File: config.mk
export PLATFORM = sky130hd
export DESIGN_NAME = operate_alu
export DESIGN_NICKNAME = d
export VERILOG_FILES = /design/src/rtl/operate_alu_pkg.sv /design/src/rtl/operate_alu_decode.sv /design/src/rtl/operate_alu_operand.sv /design/src/rtl/operate_alu_exec.sv /design/src/rtl/operate_alu.sv
export SDC_FILE = /design/constraint.sdc
export NUM_CORES = 1
export LEC_CHECK = 0
export BUFFER_PORTS_ARGS = -buffer_cell sky130_fd_sc_hd__buf_4
export CORE_MARGIN = 2
export CORE_UTILIZATION = 48
export DETAILED_ROUTE_END_ITERATION = 16
export PLACE_DENSITY = 0.91
export SETUP_SLACK_MARGIN = 0.2
export SLEW_MARGIN = 15
export SYNTH_ARGS = -nofsm -noshare
export SYNTH_HDL_FRONTEND = slang
export SYNTH_SLANG_ARGS = --single-unit
File: constraint.sdc
create_clock -name vclk -period 16.99
set_input_delay 0.8495 -clock vclk [all_inputs]
set_output_delay 0.8495 -clock vclk [all_outputs]
set_load 0.01 [all_outputs]
File: src/rtl/operate_alu_pkg.sv
package operate_alu_pkg;

   // Function chosen by the decoder
   typedef enum logic [1:0] {
      FN_NONE = 2'd0,
      FN_ADD  = 2'd1,
      FN_AND  = 2'd2,
      FN_INV  = 2'd3
   } alu_fn_e;

   // Fixed opcode encodings of the operate group
   localparam int unsigned OPC_W      = 4;
   localparam logic [3:0]  OPC_ADD    = 4'b0001;
   localparam logic [3:0]  OPC_AND    = 4'b0101;
   localparam logic [3:0]  OPC_INV    = 4'b1001;

   // Adder structure selectors
   localparam int unsigned ADDER_RIPPLE = 0;
   localparam int unsigned ADDER_INFER  = 1;

endpackage

File: src/rtl/operate_alu_decode.sv
module operate_alu_decode
   import operate_alu_pkg::*;
#(
   parameter int unsigned IR_W  = 16,
   parameter int unsigned REG_W = 3,
   parameter int unsigned IMM_W = 5
) (
   input  logic [IR_W-1:0]  instr,
   output alu_fn_e          fn,
   output logic             imm_mode,
   output logic [REG_W-1:0] dst_field,
   output logic [REG_W-1:0] src_a_field,
   output logic [REG_W-1:0] src_b_field,
   output logic [IMM_W-1:0] imm_field
);

   localparam int unsigned OPC_LSB  = IR_W - OPC_W;
   localparam int unsigned DST_LSB  = OPC_LSB - REG_W;
   localparam int unsigned SRCA_LSB = DST_LSB - REG_W;
   localparam int unsigned MODE_BIT = SRCA_LSB - 1;

   generate
      if (MODE_BIT < IMM_W) begin : g_bad_layout
         $error("operate_alu_decode: immediate overlaps mode bit");
      end
      if (REG_W > IMM_W) begin : g_bad_reg
         $error("operate_alu_decode: register field wider than immediate field");
      end
   endgenerate

   logic [OPC_W-1:0] opc;

   assign opc         = instr[IR_W-1:OPC_LSB];
   assign dst_field   = instr[DST_LSB +: REG_W];
   assign src_a_field = instr[SRCA_LSB +: REG_W];
   assign imm_mode    = instr[MODE_BIT];
   assign imm_field   = instr[IMM_W-1:0];
   assign src_b_field = instr[REG_W-1:0];

   always_comb begin
      unique case (opc)
         OPC_ADD: fn = FN_ADD;
         OPC_AND: fn = FN_AND;
         OPC_INV: fn = FN_INV;
         default: fn = FN_NONE;
      endcase
   end

   // Decoded function agrees with the raw opcode bits
   always_comb begin
      assert_fn_none_R7: assert ((fn == FN_NONE) ==
                                 !(opc == OPC_ADD || opc == OPC_AND || opc == OPC_INV))
         else $error("decode: function valid for a non-operate opcode");
   end

endmodule

File: src/rtl/operate_alu_operand.sv
module operate_alu_operand #(
   parameter int unsigned DATA_W = 16,
   parameter int unsigned IMM_W  = 5
) (
   input  logic [DATA_W-1:0] reg_val,
   input  logic [IMM_W-1:0]  imm_field,
   input  logic              imm_mode,
   output logic [DATA_W-1:0] operand
);

   localparam int unsigned EXT_W = DATA_W - IMM_W;

   generate
      if (IMM_W < 2 || IMM_W >= DATA_W) begin : g_bad_imm
         $error("operate_alu_operand: IMM_W must lie in [2, DATA_W)");
      end
   endgenerate

   logic [DATA_W-1:0] imm_ext;

   assign imm_ext = {{EXT_W{imm_field[IMM_W-1]}}, imm_field};
   assign operand = imm_mode ? imm_ext : reg_val;

   // Extended immediate keeps its signed value
   always_comb begin
      if (imm_mode) begin
         assert_imm_signed_R9: assert ($signed(operand) == $signed(imm_field))
            else $error("operand: immediate value changed by extension");
      end
   end

endmodule

File: src/rtl/operate_alu_exec.sv
module operate_alu_exec
   import operate_alu_pkg::*;
#(
   parameter int unsigned DATA_W     = 16,
   parameter int unsigned ADDER_KIND = ADDER_RIPPLE
) (
   input  logic [DATA_W-1:0] opnd_a,
   input  logic [DATA_W-1:0] opnd_b,
   input  alu_fn_e           fn,
   output logic [DATA_W-1:0] result
);

   generate
      if (ADDER_KIND != ADDER_RIPPLE && ADDER_KIND != ADDER_INFER) begin : g_bad_kind
         $error("operate_alu_exec: unknown ADDER_KIND");
      end
   endgenerate

   logic [DATA_W-1:0] sum;

   generate
      if (ADDER_KIND == ADDER_RIPPLE) begin : g_ripple
         logic [DATA_W-1:0] carry;
         assign carry[0] = 1'b0;
         for (genvar i = 0; i < DATA_W; i++) begin : g_bit
            assign sum[i] = opnd_a[i] ^ opnd_b[i] ^ carry[i];
            if (i < DATA_W - 1) begin : g_cy
               assign carry[i+1] = (opnd_a[i] & opnd_b[i]) |
                                   (carry[i] & (opnd_a[i] ^ opnd_b[i]));
            end
         end
      end else begin : g_infer
         assign sum = opnd_a + opnd_b;
      end
   endgenerate

   always_comb begin
      unique case (fn)
         FN_ADD:  result = sum;
         FN_AND:  result = opnd_a & opnd_b;
         FN_INV:  result = ~opnd_a;
         default: result = '0;
      endcase
   end

endmodule

File: src/rtl/operate_alu.sv
module operate_alu
   import operate_alu_pkg::*;
#(
   parameter int unsigned DATA_W     = 16,
   parameter int unsigned IR_W       = 16,
   parameter int unsigned REG_W      = 3,
   parameter int unsigned IMM_W      = 5,
   parameter int unsigned ADDER_KIND = ADDER_RIPPLE
) (
   input  logic [IR_W-1:0]   instr_word,
   input  logic [DATA_W-1:0] src_a_val,
   input  logic [DATA_W-1:0] src_b_val,
   output logic [REG_W-1:0]  src_a_index,
   output logic [REG_W-1:0]  src_b_index,
   output logic [DATA_W-1:0] alu_result,
   output logic [REG_W-1:0]  dst_index,
   output logic              op_valid
);

   localparam int unsigned FIELD_BITS = OPC_W + 2 * REG_W + 1 + IMM_W;

   generate
      if (FIELD_BITS != IR_W) begin : g_bad_word
         $error("operate_alu: instruction fields do not fill IR_W");
      end
   endgenerate

   alu_fn_e           fn;
   logic              imm_mode;
   logic [REG_W-1:0]  dst_field;
   logic [IMM_W-1:0]  imm_field;
   logic [DATA_W-1:0] opnd_b;

   operate_alu_decode #(
      .IR_W  (IR_W),
      .REG_W (REG_W),
      .IMM_W (IMM_W)
   ) u_decode (
      .instr       (instr_word),
      .fn          (fn),
      .imm_mode    (imm_mode),
      .dst_field   (dst_field),
      .src_a_field (src_a_index),
      .src_b_field (src_b_index),
      .imm_field   (imm_field)
   );

   operate_alu_operand #(
      .DATA_W (DATA_W),
      .IMM_W  (IMM_W)
   ) u_operand (
      .reg_val   (src_b_val),
      .imm_field (imm_field),
      .imm_mode  (imm_mode),
      .operand   (opnd_b)
   );

   operate_alu_exec #(
      .DATA_W     (DATA_W),
      .ADDER_KIND (ADDER_KIND)
   ) u_exec (
      .opnd_a (src_a_val),
      .opnd_b (opnd_b),
      .fn     (fn),
      .result (alu_result)
   );

   assign op_valid  = (fn != FN_NONE);
   assign dst_index = op_valid ? dst_field : '0;

   // Port-level relations across decode, operand select and execute
   always_comb begin
      if (!op_valid) begin
         assert_idle_zero_R7: assert (alu_result == '0 && dst_index == '0)
            else $error("top: non-operate word produced output");
      end
      if (op_valid) begin
         assert_dst_field_R8: assert (dst_index == instr_word[IR_W-OPC_W-1 -: REG_W])
            else $error("top: destination index mismatch");
      end
      if (fn == FN_ADD && !imm_mode) begin
         assert_add_reg_R1: assert (alu_result == DATA_W'(src_a_val + src_b_val))
            else $error("top: register-mode sum mismatch");
      end
      if (fn == FN_INV) begin
         assert_invert_R5: assert (alu_result == ~src_a_val)
            else $error("top: complement mismatch");
      end
   end

endmodule

==> results of run 1 <==
[cell families (layout without fill, tap and decap cells)]
family / Yosys count / after routing / share of synthesized area [%]
and+or+nand+nor: 21 / 21 / 11.20
muxes: 4 / 4 / 4.000
adders and majority gates: 30 / 30 / 43.89
AOI/OAI and AO/OA: 34 / 34 / 22.86
xor gates and xnor gates: 1 / 1 / 0.8001
buffers and inverters: 38 / 94 / 17.26
[stage by stage]
step | setup WS, ps | power (uW)
2_1_floorplan | 9659 | 21.51
3_3_place_gp | 9467 | 36.45
3_5_place_dp | 9350 | 38.29
4_1_cts | 9362 | 38.67
5_1_grt | 8950 | 43.43
6_report | 9337 | 38.28
[cells in the mapped netlist]
| library cell | n | area, sq um |
|---|---|---|
| nor4bb_1 | 1 | 10.01 |
| a21oi_1 | 10 | 50.05 |
| o221ai_2 | 3 | 45.04 |
| xnor2_1 | 1 | 8.760 |
| a21o_1 | 3 | 22.52 |
| nand2b_1 | 2 | 12.51 |
| clkbuf_2 | 1 | 5.000 |
| buf_6 | 2 | 22.52 |
| o221ai_1 | 8 | 70.07 |
| nand2_1 | 11 | 41.29 |
| o21ai_1 | 2 | 10.01 |
| ha_1 | 16 | 200.2 |
| and2_1 | 4 | 25.02 |
| buf_4 | 7 | 52.55 |
| inv_1 | 25 | 93.84 |
| nor4b_2 | 1 | 15.01 |
| o21ai_0 | 3 | 15.01 |
| nand2_2 | 1 | 6.260 |
| nor3b_2 | 1 | 12.51 |
| a22oi_1 | 5 | 37.54 |
| mux2_2 | 3 | 33.78 |
| buf_2 | 3 | 15.01 |
| mux2i_1 | 1 | 10.01 |
| fa_1 | 14 | 280.3 |
[final cells by class]
class | count | area (sq um)
fill | 186 | 631.9
tap | 28 | 35.03
inverter | 25 | 93.84
timing repair buffer | 69 | 518.0
multi-input combinational | 90 | 912.1
[power by group through the flow]
stage	Clock, uW	Sequential (uW)	Combinational [uW]
3_5_place_dp	0	0	38.3
3_3_place_gp	0	0	36.4
2_1_floorplan	0	0	21.5
5_1_grt	0	0	43.4
4_1_cts	0	0	38.7
6_report	0	0	38.3
[how the worst max path moves through the flow]
stage | start | end | slack, ps | depth (start not counted)
2_1_floorplan | instr_word[5] | alu_result[14] | 9660 | 23
3_3_place_gp | instr_word[5] | alu_result[14] | 9470 | 24
3_5_place_dp | instr_word[5] | alu_result[14] | 9350 | 24
4_1_cts | instr_word[5] | alu_result[14] | 9360 | 24
5_1_grt | instr_word[5] | alu_result[14] | 8950 | 24
6_report | instr_word[5] | alu_result[14] | 9340 | 24
[cell usage in the layout, fill, tap and decap left out, drive strengths merged]
cell,synthesis,routed
o221ai,11,11
nor3b,1,1
nand2,12,12
a21o,3,3
buf,12,69
nor4b,1,1
and2,4,4
inv,25,25
nor4bb,1,1
xnor2,1,1
a21oi,10,10
a22oi,5,5
mux2i,1,1
mux2,3,3
ha,16,16
nand2b,2,2
o21ai,5,5
fa,14,14
[metal layers]
layer / vias to the layer above / GRT usage (%)
met5: - / 0
li1: 534 / -
met2: 44 / 47.22
met3: 0 / 1.724
met4: 0 / 0.4386
met1: 529 / 30.36
==> impl_summary.md, run 1 <==
Critical path
The number of buffers and inverters on the critical path is 6. The arrival time of data at the critical path endpoint is 6800 ps. The most numerous cell on the critical path is fa_1.

The required time reported for the critical path endpoint is 16,140 ps. Traced cell by cell, the critical path runs through buf_4 > mux2_2 > ha_1 > inv_1 > fa_1 > inv_1 > fa_1 > fa_1 > fa_1 > inv_1 > fa_1 > fa_1 > fa_1 > fa_1 > fa_1 > fa_1 > fa_1 > fa_1 > fa_1 > inv_1 > fa_1 > a22oi_1 > o21ai_0 > buf_4. The type of element launching the critical path is an input port. The worst setup path is captured at an output pin. The slowest stage of the critical path belongs to the cell fa_1. The classification of the worst setup path is in2out. The largest fanout on the critical path is 6. The largest incremental delay on the critical path is approximately 400 ps. The dominant delay contributor by cell family on the critical path is adder cells.

Timing
The final-layout setup total negative slack is 0 ps. Measured against its own limit, the worst slew margin works out to 62.87%. Setup repair after global routing left no endpoint under its margin.

The final hold violation count is 0. For the finished layout, the period the worst path requires is 7653 ps. The worst-margin pin slew is 556.9 ps.

Of the available clock period, the critical path in the final layout requires a little under half. Timing would allow up to 130.7 MHz. The final number of setup-violating endpoints is 0. The count of final max-slew check failures is 0. The post-route worst hold slack is 1699 ps.

Yosys
Counting distinct cell types in the post-synthesis netlist gives 24. In the synthesized netlist, the number of instances is 128. The post-synthesis net count is 206. The number of warning messages in the yosys log is 0. The portion of the post-synthesis area used by sequential elements is 0%.

The synthesized area divided by synthesized cell count is between 8 and 9 sq um. After synthesis the cells add up to about 0.0011 sq mm.

Global routing
The via count of the first global-routing pass is between 1,000 and 1,500. For this run the aggregate overflow at the end of global routing stands at 0. Entering global routing, the biggest net connects 17 pins. The number of antenna violations at the first check in global routing is 0. The first global-routing pass estimated between 5 and 6 mm of wire. The combined global-route utilization of all metal layers is 24.14%.

Min path
The endpoint of the worst hold-timing path is src_a_index[1]. The path category of the worst min-delay check is in2out. In this run the most critical hold path is launched from instr_word[7]. Along the worst hold path, the cell count comes to 0.

Cells and area
The number of diodes added for antenna fixing is 0. The count of clock buffers in the final design is 0. In the final layout, the share of cells above drive strength 1 is 42.93%. Across the whole layout, storage elements account for 0 sq um. Once layout is done, the placed cells without fillers occupy approximately 0.0016 sq mm. The design has 0 sequential cells. The number of standard cells in the final layout excluding fillers is 212. The utilization of the core after routing is a little under three quarters. The post-synthesis to final-layout area growth is 42.40%.

The net count of the finished layout is 264.

Flow run
Max-cap violations in this run came to 0.

Power and ir drop
The proportion of power drawn by combinational gates is 100.0%. The analysis attributes to net switching a power of 18.48 uW. Sequential cells account for 0% of the total power. In this run switching power makes up 48.27% of total power. The maximum vdd drop is 0.01541 mV. The clock network accounts for 0% of the total power.

Dividing total power by cell area gives a power density of roughly 25 mW/mm^2. The internal power summed over all cells is just under 20 uW. The leakage power of the design is 0.0008355 uW.

Die
The number of top-level pins is 74. The floorplan step set the die width to between 50 and 60 um. The area of the core is roughly 0.0022 sq mm. The cell row count is 17. The initial utilization of the core area, before any placement, comes to 49.97%. The height of the die is 51.76 um. The area of the die is 0.002679 sq mm.

Drt
The met2 routed wirelength is 1.612 mm. The residual antenna-violating net count after detailed routing is 0. Dividing the detail-routed wire length by the instance count gives 13.90 um. For this block, the via count after detailed routing is 1,107. The detailed router finished its first iteration with 11 violations.

The pre-antenna-repair detailed-routing pass consisted of 4 iterations. The number of vias per cell is ~5.2. Wire segments on met3 add up to 195 um in the final route. After detailed routing, the wire length on met1 is 1.138 mm. The highest metal layer carrying signal wires in the routed design is met3. In the routed design, unresolved DRC markers number 0. The aggregate routed wire length is 2.946 mm.

CTS
The number of instances resized during post-cts repair is 0. The post-cts hold buffer count is 0. Post-CTS timing repair inserted 0 buffers for setup.

Place
The final weighted congestion of routability-driven global placement is 0.7358. The cell area after placement is roughly 0.0016 sq mm. The number of port buffers is 68. The half-perimeter wire length after detailed placement is 2.478 mm. In this run, placement finished with an instance count of about 210.

Run status
The run finished with clean final reports.
Note: power is estimated with default switching activity, not from simulation.
==> run 2: changes to the inputs <==
--- a/config.mk
+++ b/config.mk
@@ -7,9 +7,9 @@
 export LEC_CHECK = 0
 export BUFFER_PORTS_ARGS = -buffer_cell sky130_fd_sc_hd__buf_4
 export CORE_MARGIN = 2
-export CORE_UTILIZATION = 48
+export CORE_UTILIZATION = 45
 export DETAILED_ROUTE_END_ITERATION = 16
-export PLACE_DENSITY = 0.91
+export PLACE_DENSITY = 0.86
 export SETUP_SLACK_MARGIN = 0.2
 export SLEW_MARGIN = 15
 export SYNTH_ARGS = -nofsm -noshare
==> constraint.sdc (replaced) <==
create_clock -name vclk -period 7.32
set_input_delay 0.366 -clock vclk [all_inputs]
set_output_delay 0.366 -clock vclk [all_outputs]
set_load 0.01 [all_outputs]
==> run 2 against run 1 <==
Against the previous run: hold slack got worse by 970 ps; cell area unchanged; combinational power is 130% higher; first-iteration DRC count fell by 27%; global-route usage fell by 1.9 points; sequential share of layout area did not move; die area increased by 6.1%; non-clock buffer count stayed put; power is 130% higher.
==> impl_summary.md, run 2 (synthesis results as in run 1) <==
Power and ir drop
The total power divided by cell area is 56.86 mW/mm^2. The leakage power of the design is 0.0008355 uW. IR analysis of the VDD net gives a maximum drop of 0.03754 mV. The completed layout was analyzed and its total power is 88.65 uW.

Timing
The post-route worst hold slack is 732.0 ps. For the finished layout, the period the worst path requires is between 6000 and 7000 ps. The final hold violation count is 0. The relative slew slack is 62.26%. The final-layout setup total negative slack is 0 ps. Setup repair after global routing left no endpoint under its margin. The fraction of the cycle the final worst path needs is about 92%.

The achievable clock frequency is 147.9 MHz. Setup violations remaining at the end of the flow were counted as 0. The count of final max-slew check failures is 0.

For the pin with the worst max-slew slack, the measured transition is roughly 570 ps.

Die
The die is 53.33 um wide. The number of top-level pins is 74. Once the floorplan was initialized, standard cells occupied 48.56% of the core. The total area inside the core boundary comes to 0.002255 sq mm. The floorplan step defined a die boundary enclosing between 0.002 and 0.003 sq mm. The cell row count is 17. The die is 53.33 um tall.

Cells and area
After routing the design area is 0.001559 sq mm. The library cells used most frequently in the layout, excluding fill and tap cells, are buf_4 (69), inv_1 (25), ha_1 (16). The count of filler cells inserted in the layout is roughly 210. The number of diodes added for antenna fixing is 0. The area growth from synthesis to layout is 42.40%. The commonest non-fill, non-tap cell in the layout is buf_4. After layout, the clock buffer instance count stands at 0.

The multi-input combinational cells in the finished layout cover a total of 912.1 sq um. The fraction of final layout cells sized beyond drive strength 1 is 42.93%. The sequential cells in the finished layout cover a total of 0 sq um. The design has 0 sequential cells. After the last flow step, the layout net total stands at 264.

Drt
The detailed router finished its first iteration with 8 violations. The residual antenna-violating net count after detailed routing is 0. The routed via count is 1,109. The number of optimization iterations in the first detailed-route pass is 4. In the routed design, unresolved DRC markers number 0. The per-cell routed wire length is 13.58 um. The number of vias per cell is roughly 5.2. The aggregate routed wire length is approximately 2.9 mm.

Critical path
STA puts the critical path data arrival time at 6390 ps. In this run the worst path has a maximum fanout of 6. The classification of the worst setup path is in2out. The type of element launching the critical path is an input port. At the worst endpoint, the required time is 6950 ps. The worst setup path is captured at an output pin.

CTS
The number of hold buffers added after CTS was 0. The number of setup buffers added after CTS is 0. The number of gates resized after CTS was 0.

Global routing
The global-route wire length before repair is 4.857 mm. Entering global routing, the biggest net connects 17 pins. The number of antenna violations at the first check in global routing came to 0. The via count of the first global-routing pass is 1,165. Global routing used 22.29% of the available tracks.

Summed over all layers, the global routing overflow is 0.

Flow run
Max-cap violations in this run came to 0.

Place
The HPWL after detailed placement is 2.413 mm. After detailed placement, the total cell area comes to 0.001559 sq mm. The final weighted congestion of routability-driven global placement is 0.7665. Input and output buffers added on the ports amount to 68.

Run status
The run finished with clean final reports.

Min path
The path category of the worst min-delay check is in2out.
## run 2: worst max-delay path, stage by stage
cell and delay [ps]:
buf_4 140, mux2_2 220, ha_1 170, inv_1 60, fa_1 360, inv_1 80, fa_1 180, fa_1 190
fa_1 160, inv_1 50, fa_1 390, fa_1 390, fa_1 390, fa_1 390, fa_1 400, fa_1 400
fa_1 390, fa_1 380, fa_1 360, inv_1 80, fa_1 410, a22oi_1 160, o21ai_0 110, buf_4 160
## run 2: path summary, 6_finish.rpt
path,startpoint,to,slack [ps],cells after the start
max,instr_word[5],alu_result[14],560,24
min,instr_word[8],src_a_index[2],730,0
## run 2: through the flow
step / cells / util [%] / setup WS [ps]
3_3_place_gp: 212 / 69.15 / 774.3
2_1_floorplan: 128 / - / 955.7
3_5_place_dp: 212 / 69.15 / 555.7
5_1_grt: 212 / 69.15 / 331.3
6_report: 212 / 69.15 / 559.1
4_1_cts: 212 / 69.15 / 552.3
## run 2: metal layers
| metal | track usage [%] | wire length [um] |
|---|---|---|
| met2 | 44.44 | 1489 |
| met1 | 25.34 | 1121 |
| met5 | 0 | 0 |
| met4 | 1.709 | 10 |
| met3 | 3.107 | 256 |
## run 2: cell type report
type,count,share of cell area [%]
Multi-Input combinational cell,90,58.51
Tap cell,28,2.247
Inverter,25,6.019
Timing Repair Buffer,69,33.23
## run 2: power by group
part           internal (uW)  total (uW)  switching [uW]
sequential                 0           0               0
clock                      0           0               0
combinational           46.1        88.7            42.5
total                   46.1        88.7            42.5
